## src/rtl/coh_dir_pkg.sv

```systemverilog
`timescale 1ns/1ps
// Package: shared encodings for the coherence directory.
// Assumes: the phase and acknowledge encodings are fixed by the bus agents.
package coh_dir_pkg;
    typedef enum logic [1:0] {
        UPD_NOP = 2'b00,
        UPD_SET = 2'b01,
        UPD_DEL = 2'b10,
        UPD_RSV = 2'b11
    } upd_op_e;

    localparam logic PHASE_REQ  = 1'b0;
    localparam logic PHASE_CONF = 1'b1;
    localparam logic ACK_HIT    = 1'b0;
    localparam logic ACK_MISS   = 1'b1;
endpackage

```

## src/rtl/coh_dir_store.sv

```systemverilog
`timescale 1ns/1ps
// Module: coh_dir_store
// Fully associative entry table with a parallel lookup compare and an update port.
// Assumes: each address is present at most once. Write refreshes a match and
// allocates otherwise. Remove clears matching entries.
module coh_dir_store
    import coh_dir_pkg::*;
#(
    parameter int DEPTH  = 16,
    parameter int ADDR_W = 16,
    parameter int CID_W  = 2,
    parameter int ST_W   = 3
) (
    input  logic              clk,
    input  logic              rst_n,
    input  logic [ADDR_W-1:0] lk_addr,
    output logic [DEPTH-1:0]  lk_hit_vec,
    output logic              lk_hit,
    output logic [CID_W-1:0]  lk_holder,
    output logic [ST_W-1:0]   lk_state,
    input  logic              upd_valid,
    input  logic [1:0]        upd_op,
    input  logic [ADDR_W-1:0] upd_addr,
    input  logic [CID_W-1:0]  upd_holder,
    input  logic [ST_W-1:0]   upd_state
);
    localparam int IDX_W = (DEPTH > 1) ? $clog2(DEPTH) : 1;
    localparam logic [IDX_W-1:0] LAST_IDX = IDX_W'(DEPTH - 1);

    logic [DEPTH-1:0]  ent_v;
    logic [ADDR_W-1:0] ent_addr [DEPTH];
    logic [CID_W-1:0]  ent_hold [DEPTH];
    logic [ST_W-1:0]   ent_st   [DEPTH];
    logic [DEPTH-1:0]  upd_vec;
    logic [IDX_W-1:0]  rr_ptr, free_idx, upd_idx, tgt_idx;
    logic              free_found, upd_hit;

    // One comparator pair per entry: lookup match and update match.
    for (genvar g = 0; g < DEPTH; g++) begin : g_cmp
        assign lk_hit_vec[g] = ent_v[g] && (ent_addr[g] == lk_addr);
        assign upd_vec[g]    = ent_v[g] && (ent_addr[g] == upd_addr);
    end

    assign lk_hit  = |lk_hit_vec;
    assign upd_hit = |upd_vec;

    // Merge the fields of the single matching entry onto the lookup result.
    always_comb begin
        lk_holder = '0;
        lk_state  = '0;
        for (int i = 0; i < DEPTH; i++) begin
            if (lk_hit_vec[i]) begin
                lk_holder = lk_holder | ent_hold[i];
                lk_state  = lk_state | ent_st[i];
            end
        end
    end

    // Find the lowest free entry and the index of an update match.
    always_comb begin
        free_found = 1'b0;
        free_idx   = '0;
        upd_idx    = '0;
        for (int i = DEPTH - 1; i >= 0; i--) begin
            if (!ent_v[i]) begin
                free_found = 1'b1;
                free_idx   = IDX_W'(i);
            end
            if (upd_vec[i]) begin
                upd_idx = IDX_W'(i);
            end
        end
    end

    // Choose the entry a write lands in: the match, then a free entry, then the victim.
    always_comb begin
        if (upd_hit)         tgt_idx = upd_idx;
        else if (free_found) tgt_idx = free_idx;
        else                 tgt_idx = rr_ptr;
    end

    // Valid bits and the victim pointer.
    always_ff @(posedge clk) begin
        if (!rst_n) begin
            ent_v  <= '0;
            rr_ptr <= '0;
        end else if (upd_valid) begin
            case (upd_op)
                UPD_SET: begin
                    ent_v[tgt_idx] <= 1'b1;
                    if (!upd_hit && !free_found)
                        rr_ptr <= (rr_ptr == LAST_IDX) ? '0 : rr_ptr + 1'b1;
                end
                UPD_DEL: ent_v <= ent_v & ~upd_vec;
                default: ;
            endcase
        end
    end

    // Entry payload, written only by a write update. Valid bits gate it on read.
    always_ff @(posedge clk) begin
        if (upd_valid && upd_op == UPD_SET) begin
            ent_addr[tgt_idx] <= upd_addr;
            ent_hold[tgt_idx] <= upd_holder;
            ent_st[tgt_idx]   <= upd_state;
        end
    end
endmodule

```

## src/rtl/coh_dir_reply.sv

```systemverilog
`timescale 1ns/1ps
// Module: coh_dir_reply
// Captures one phase-0 request, presents its address to the table for one
// cycle, then registers and holds the confirmation until ready.
// Assumes: the table result is valid in the cycle after capture.
module coh_dir_reply
    import coh_dir_pkg::*;
#(
    parameter int ADDR_W = 16,
    parameter int CID_W  = 2,
    parameter int ST_W   = 3
) (
    input  logic              clk,
    input  logic              rst_n,
    input  logic              req_valid,
    input  logic              req_phase,
    input  logic              req_cat,
    input  logic [CID_W-1:0]  req_core,
    input  logic [ADDR_W-1:0] req_addr,
    output logic              req_busy,
    output logic [ADDR_W-1:0] lk_addr,
    input  logic              lk_hit,
    input  logic [CID_W-1:0]  lk_holder,
    input  logic [ST_W-1:0]   lk_state,
    output logic              rsp_valid,
    output logic              rsp_phase,
    output logic              rsp_cat,
    output logic [CID_W-1:0]  rsp_src,
    output logic              rsp_ack,
    output logic [CID_W-1:0]  rsp_holder,
    output logic [ST_W-1:0]   rsp_state,
    input  logic              rsp_ready
);
    logic             cap_v, cap_cat, accept;
    logic [CID_W-1:0] cap_core;

    assign req_busy  = cap_v | rsp_valid;
    assign accept    = req_valid && (req_phase == PHASE_REQ) && !req_busy;
    assign rsp_phase = rsp_valid ? PHASE_CONF : PHASE_REQ;

    // Capture stage: hold the request for the single search cycle.
    always_ff @(posedge clk) begin
        if (!rst_n) begin
            cap_v    <= 1'b0;
            cap_cat  <= 1'b0;
            cap_core <= '0;
            lk_addr  <= '0;
        end else begin
            cap_v <= accept;
            if (accept) begin
                cap_cat  <= req_cat;
                cap_core <= req_core;
                lk_addr  <= req_addr;
            end
        end
    end

    // Reply stage: form the confirmation from the search, hold it until taken.
    always_ff @(posedge clk) begin
        if (!rst_n) begin
            rsp_valid  <= 1'b0;
            rsp_cat    <= 1'b0;
            rsp_src    <= '0;
            rsp_ack    <= ACK_MISS;
            rsp_holder <= '0;
            rsp_state  <= '0;
        end else if (cap_v) begin
            rsp_valid  <= 1'b1;
            rsp_cat    <= cap_cat;
            rsp_src    <= cap_core;
            rsp_ack    <= lk_hit ? ACK_HIT : ACK_MISS;
            rsp_holder <= lk_hit ? lk_holder : '0;
            rsp_state  <= lk_hit ? lk_state : '0;
        end else if (rsp_valid && rsp_ready) begin
            rsp_valid <= 1'b0;
        end
    end
endmodule

```

## src/rtl/coh_dir_top.sv

```systemverilog
`timescale 1ns/1ps
// Module: coh_dir_top
// Coherence directory: answers owner lookups from the request bus and keeps
// its table current through the update port.
// Assumes: one request in flight at a time, and updates never duplicate an address.
module coh_dir_top
    import coh_dir_pkg::*;
#(
    parameter int DEPTH  = 16,
    parameter int ADDR_W = 16,
    parameter int CID_W  = 2,
    parameter int ST_W   = 3
) (
    input  logic              clk,
    input  logic              rst_n,
    input  logic              req_valid,
    input  logic              req_phase,
    input  logic              req_cat,
    input  logic [CID_W-1:0]  req_core,
    input  logic [ADDR_W-1:0] req_addr,
    output logic              req_busy,
    output logic              rsp_valid,
    output logic              rsp_phase,
    output logic              rsp_cat,
    output logic [CID_W-1:0]  rsp_src,
    output logic              rsp_ack,
    output logic [CID_W-1:0]  rsp_holder,
    output logic [ST_W-1:0]   rsp_state,
    input  logic              rsp_ready,
    input  logic              upd_valid,
    input  logic [1:0]        upd_op,
    input  logic [ADDR_W-1:0] upd_addr,
    input  logic [CID_W-1:0]  upd_holder,
    input  logic [ST_W-1:0]   upd_state
);
    logic [ADDR_W-1:0] lk_addr;
    logic [DEPTH-1:0]  lk_hit_vec;
    logic              lk_hit;
    logic [CID_W-1:0]  lk_holder;
    logic [ST_W-1:0]   lk_state;

    coh_dir_store #(.DEPTH(DEPTH), .ADDR_W(ADDR_W), .CID_W(CID_W), .ST_W(ST_W)) u_store (
        .clk(clk), .rst_n(rst_n),
        .lk_addr(lk_addr), .lk_hit_vec(lk_hit_vec), .lk_hit(lk_hit),
        .lk_holder(lk_holder), .lk_state(lk_state),
        .upd_valid(upd_valid), .upd_op(upd_op), .upd_addr(upd_addr),
        .upd_holder(upd_holder), .upd_state(upd_state)
    );

    coh_dir_reply #(.ADDR_W(ADDR_W), .CID_W(CID_W), .ST_W(ST_W)) u_reply (
        .clk(clk), .rst_n(rst_n),
        .req_valid(req_valid), .req_phase(req_phase), .req_cat(req_cat),
        .req_core(req_core), .req_addr(req_addr), .req_busy(req_busy),
        .lk_addr(lk_addr), .lk_hit(lk_hit), .lk_holder(lk_holder), .lk_state(lk_state),
        .rsp_valid(rsp_valid), .rsp_phase(rsp_phase), .rsp_cat(rsp_cat),
        .rsp_src(rsp_src), .rsp_ack(rsp_ack), .rsp_holder(rsp_holder),
        .rsp_state(rsp_state), .rsp_ready(rsp_ready)
    );
endmodule

```

## config.mk

```make
export PLATFORM = sky130hd
export DESIGN_NAME = coh_dir_top
export DESIGN_NICKNAME = d
export VERILOG_FILES = /design/src/rtl/coh_dir_pkg.sv /design/src/rtl/coh_dir_store.sv /design/src/rtl/coh_dir_reply.sv /design/src/rtl/coh_dir_top.sv
export SDC_FILE = /design/constraint.sdc
export NUM_CORES = 1
export LEC_CHECK = 0
export BUFFER_PORTS_ARGS = -buffer_cell sky130_fd_sc_hd__buf_4
export CAP_MARGIN = 20
export CELL_PAD_IN_SITES_DETAIL_PLACEMENT = 2
export CELL_PAD_IN_SITES_GLOBAL_PLACEMENT = 2
export CORE_MARGIN = 2
export CORE_UTILIZATION = 48
export DETAILED_ROUTE_END_ITERATION = 16
export PLACE_DENSITY = 0.89
export RECOVER_POWER = 50
export SYNTH_ARGS = -nofsm -noshare
export SYNTH_HDL_FRONTEND = slang
export SYNTH_SLANG_ARGS = --single-unit
```

## constraint.sdc

```tcl
create_clock -name clk -period 14.7 [get_ports clk]
set_input_delay 2.94 -clock clk [delete_from_list [all_inputs] [get_ports clk]]
set_output_delay 2.94 -clock clk [all_outputs]
set_load 0.05 [all_outputs]
```

==> out/metrics.json <==
{
  "outcome": {
    "status": "finished with violations",
    "violations": "capacitance limit, slew limit"
  },
  "synthesis": {
    "syn_inst": 1482,
    "synth_seq_area_share": 0.569,
    "yosys.area.top_type_share": 0.517,
    "ys_dominant_reg_cell": "edfxtp_1",
    "synth_edf_count": 336,
    "post-synth-top-area-cell": "edfxtp_1",
    "synth_seq_cells": 386,
    "netlist_top_cells_area": "edfxtp_1, xor2_1, xnor2_1",
    "ys_types": 81,
    "synth.yosys.warnings": 0,
    "netlist_area_mm2": 0.0195,
    "syn_avg_cell_area_um2": 13.2,
    "asyncSetResetFlopFracSynth": 0,
    "synth.net_count": 1533
  },
  "cells_and_area": {
    "layout_cell_share_with_drive_strength_beyond_1": 0.122,
    "fillerInstances": 3685,
    "layout_commonest_cell": "edfxtp_1",
    "ant_diodes": 0,
    "finalCoreUtilization": 0.540,
    "fin_area_mm2": 0.0215,
    "layout.cells.non_filler": 2094,
    "fin_nets": 1590,
    "area_growth_from_synthesis_to_final_layout_pct": 10.4,
    "most-common-layout-cells": "edfxtp_1, xor2_1, xnor2_1"
  },
  "critical_path": {
    "setup.worst_path.end": "u_store.ent_addr[5][14]",
    "ff2ff_setup_slack_ps": 9870,
    "cp_data_arrival_time_ps": 9030,
    "worstSetupStartpointType": "input port",
    "crit_required_ps": 14970,
    "critical_path.max_fanout": 32,
    "crit_type": "input port to register",
    "ff2ff_path_depth": 9,
    "crit_slowest_cell": "clkbuf_1",
    "endpoint_kind": "register",
    "max_stage_delay_ps": 1980,
    "timing.critical_path.max_delay_family": "buffers and inverters",
    "worstPathBufferInverterCount": 2,
    "crit-reg2reg-capture": "u_store.ent_addr[5][14]",
    "cp_cell_sequence": "clkbuf_1 > xor2_1 > nor4_1 > nand4_1 > o22a_2 > a311oi_1 > o221a_4 > nor2_2 > nor4_2 > buf_4",
    "r2r_start": "u_store.ent_addr[13][10]",
    "worst-path-stages": 10,
    "setup.worst_path.start": "upd_addr[5]"
  },
  "timing": {
    "clock_skew_ps": 31.8,
    "relSlewSlack": -0.953,
    "fin_hold_ws_ps": 474,
    "slew_violations": 581,
    "fmaxAchievable_ghz": 0.114,
    "fin_crit_ps": 8770,
    "timing.final.hold_violations": 0,
    "setup_viol": 0,
    "grt_setup_unrepaired": "false",
    "post-route-period-util": 0.596,
    "worst_slack_setup_final_ps": 5930,
    "final.setup.tns_ps": 0,
    "slew_worst_pin_ps": 2930
  },
  "pwr": {
    "p_per_area_mw_per_mm2": 114,
    "switching_component_of_the_power_mw": 0.636,
    "total_power_mw": 2.45,
    "comb_power_share": 0.081,
    "power.share.sequential": 0.492,
    "clock_power_share": 0.427,
    "power_switching_share": 0.259,
    "leakagePower_nw": 7.06,
    "vdd_ir_drop_max_mv": 0.142,
    "p_int_mw": 1.81
  },
  "global_routing": {
    "grt_start_max_net_pins": 53,
    "gr-usage-all-layers": 0.406,
    "number_of_antenna_violations_at_the_first_check_in_global_routing": 0,
    "first_global_vias": 15600,
    "grt_overflow": 0,
    "first_pass_grt_wire_length_um": 120000
  },
  "drt": {
    "vias_per_cell": 6.93,
    "remaining_drc_errors": 0,
    "drtIter0Drc": 1889,
    "postRouteAntennaNets": 0,
    "dr_total_vias": 14500,
    "post_drt_wl_per_cell_um": 40.2,
    "drtPass1Iterations": 6,
    "drt_wl_total_um": 84100
  },
  "floorplanning": {
    "start_util": 0.489,
    "num_rows": 73,
    "chipWidth_um": 206,
    "core_region_area_mm2": 0.0399,
    "die_area_mm2": 0.0423,
    "top_level_ports": 60,
    "fp.dieH_um": 206
  },
  "cts": {
    "post-cts-setup-buffer-count": 0,
    "root_cell_of_the_clock_tree": "clkbuf_16",
    "tritoncts.num_buffers": 43,
    "tritoncts_clock_tree": "yes",
    "cts_repair_resizes": 0,
    "cts.hold.buffers_added": 0,
    "worst_skew_late_latency_ps": 600,
    "max-clock-path-buffers": 3,
    "clk_pin_slew_worst_paths_ps": 60,
    "h_tree_level_count": 2,
    "cts.sinks": 386
  },
  "hold_path": {
    "whs_path_cells": 2,
    "hold_path.class": "register to register"
  },
  "placed_design": {
    "gp_congestion": 0.905,
    "placed_cells": 2015,
    "postPlaceCellArea_mm2": 0.0203,
    "pre_cts_slack_ps": 7310,
    "port_buffers": 59,
    "dp_hpwl_um": 47100
  },
  "job": {
    "drv.max_cap_violation_count": 17
  }
}
-- state kept, by name, summed over array words and instances (netlist names) --
| register | count |
|---|---|
| u_store.ent_addr | 256 |
| u_store.ent_st | 48 |
| u_store.ent_hold | 32 |
| u_reply.lk_addr | 16 |
| u_store.ent_v | 16 |
| u_store.rr_ptr | 4 |
| u_reply.rsp_state | 3 |
| u_reply.cap_core | 2 |
| u_reply.rsp_holder | 2 |
| u_reply.rsp_src | 2 |
| u_reply.cap_cat | 1 |
| u_reply.cap_v | 1 |
| u_reply.rsp_ack | 1 |
| u_reply.rsp_cat | 1 |
| u_reply.rsp_valid | 1 |
-- synthesized netlist by cell type (13+ instances only) --
master      n
edfxtp_1  336
xor2_1    260
xnor2_1   252
nand4_1    76
nand2_1    75
nor4_1     74
dfxtp_1    50
nor3_1     34
buf_6      33
clkbuf_1   33
a22oi_1    27
a21boi_0   22
buf_2      19
nand3_1    19
inv_1      14
o31ai_2    13
-- worst min path at each step --
| stage | startpoint | to | slack [ps] |
|---|---|---|---|
| after floorplan | u_reply.cap_core[0] | u_reply.cap_core[0] | 440 |
| after global placement | u_reply.cap_core[1] | u_reply.cap_core[1] | 460 |
| after detailed placement | u_reply.cap_cat | u_reply.cap_cat | 470 |
| after CTS | u_reply.cap_cat | u_reply.cap_cat | 480 |
| after global routing | u_reply.cap_cat | u_reply.cap_cat | 510 |
| final | u_reply.cap_cat | u_reply.cap_cat | 470 |
-- layer usage --
| layer | global-route usage | vias up | routed length, um |
|---|---|---|---|
| met2 | 0.655 | 1141 | 39400 |
| met4 | 0.266 | 0 | 6220 |
| met5 | 0 | - | 0 |
| met3 | 0.0849 | 354 | 7960 |
| met1 | 0.493 | 7472 | 30500 |
| li1 | - | 5534 | - |
-- cell type report --
cell class | count | area (um^2) | area share
Timing Repair Buffer | 100 | 663 | 0.0308
Clock buffer | 54 | 1170 | 0.0543
Clock inverter | 21 | 83.8 | 0.00389
Multi-Input combinational cell | 994 | 7830 | 0.363
Inverter | 14 | 52.6 | 0.00244
Sequential cell | 386 | 11100 | 0.515
Tap cell | 525 | 657 | 0.0305
-- logic make-up (layout without fill, tap and decap cells) --
logic type	Yosys count	after routing	synth area share
xor+xnor	512	512	0.230
flops	386	386	0.569
simple gates	335	335	0.100
compound gates	139	139	0.0625
buf+inv	102	189	0.0343
mux	5	5	0.00257
fa+ha+maj	3	3	0.00192
-- worst min-delay path: cells and delay by family, from the launching register on --
family | cells | cell delay, ps
AOI/OAI and AO/OA | 1 | 60
DFF | 1 | 310
and+or+nand+nor | 1 | 50
-- power by group through the flow --
stage / sequential [mW] / clock, mW / combinational, mW
after floorplan: 1.23 / 0 / 0.111
after global placement: 1.23 / 0 / 0.165
after detailed placement: 1.23 / 0 / 0.181
after CTS: 1.20 / 1.04 / 0.192
after global routing: 1.21 / 1.08 / 0.202
final: 1.21 / 1.05 / 0.198
Note: power is estimated with default switching activity, not from simulation.
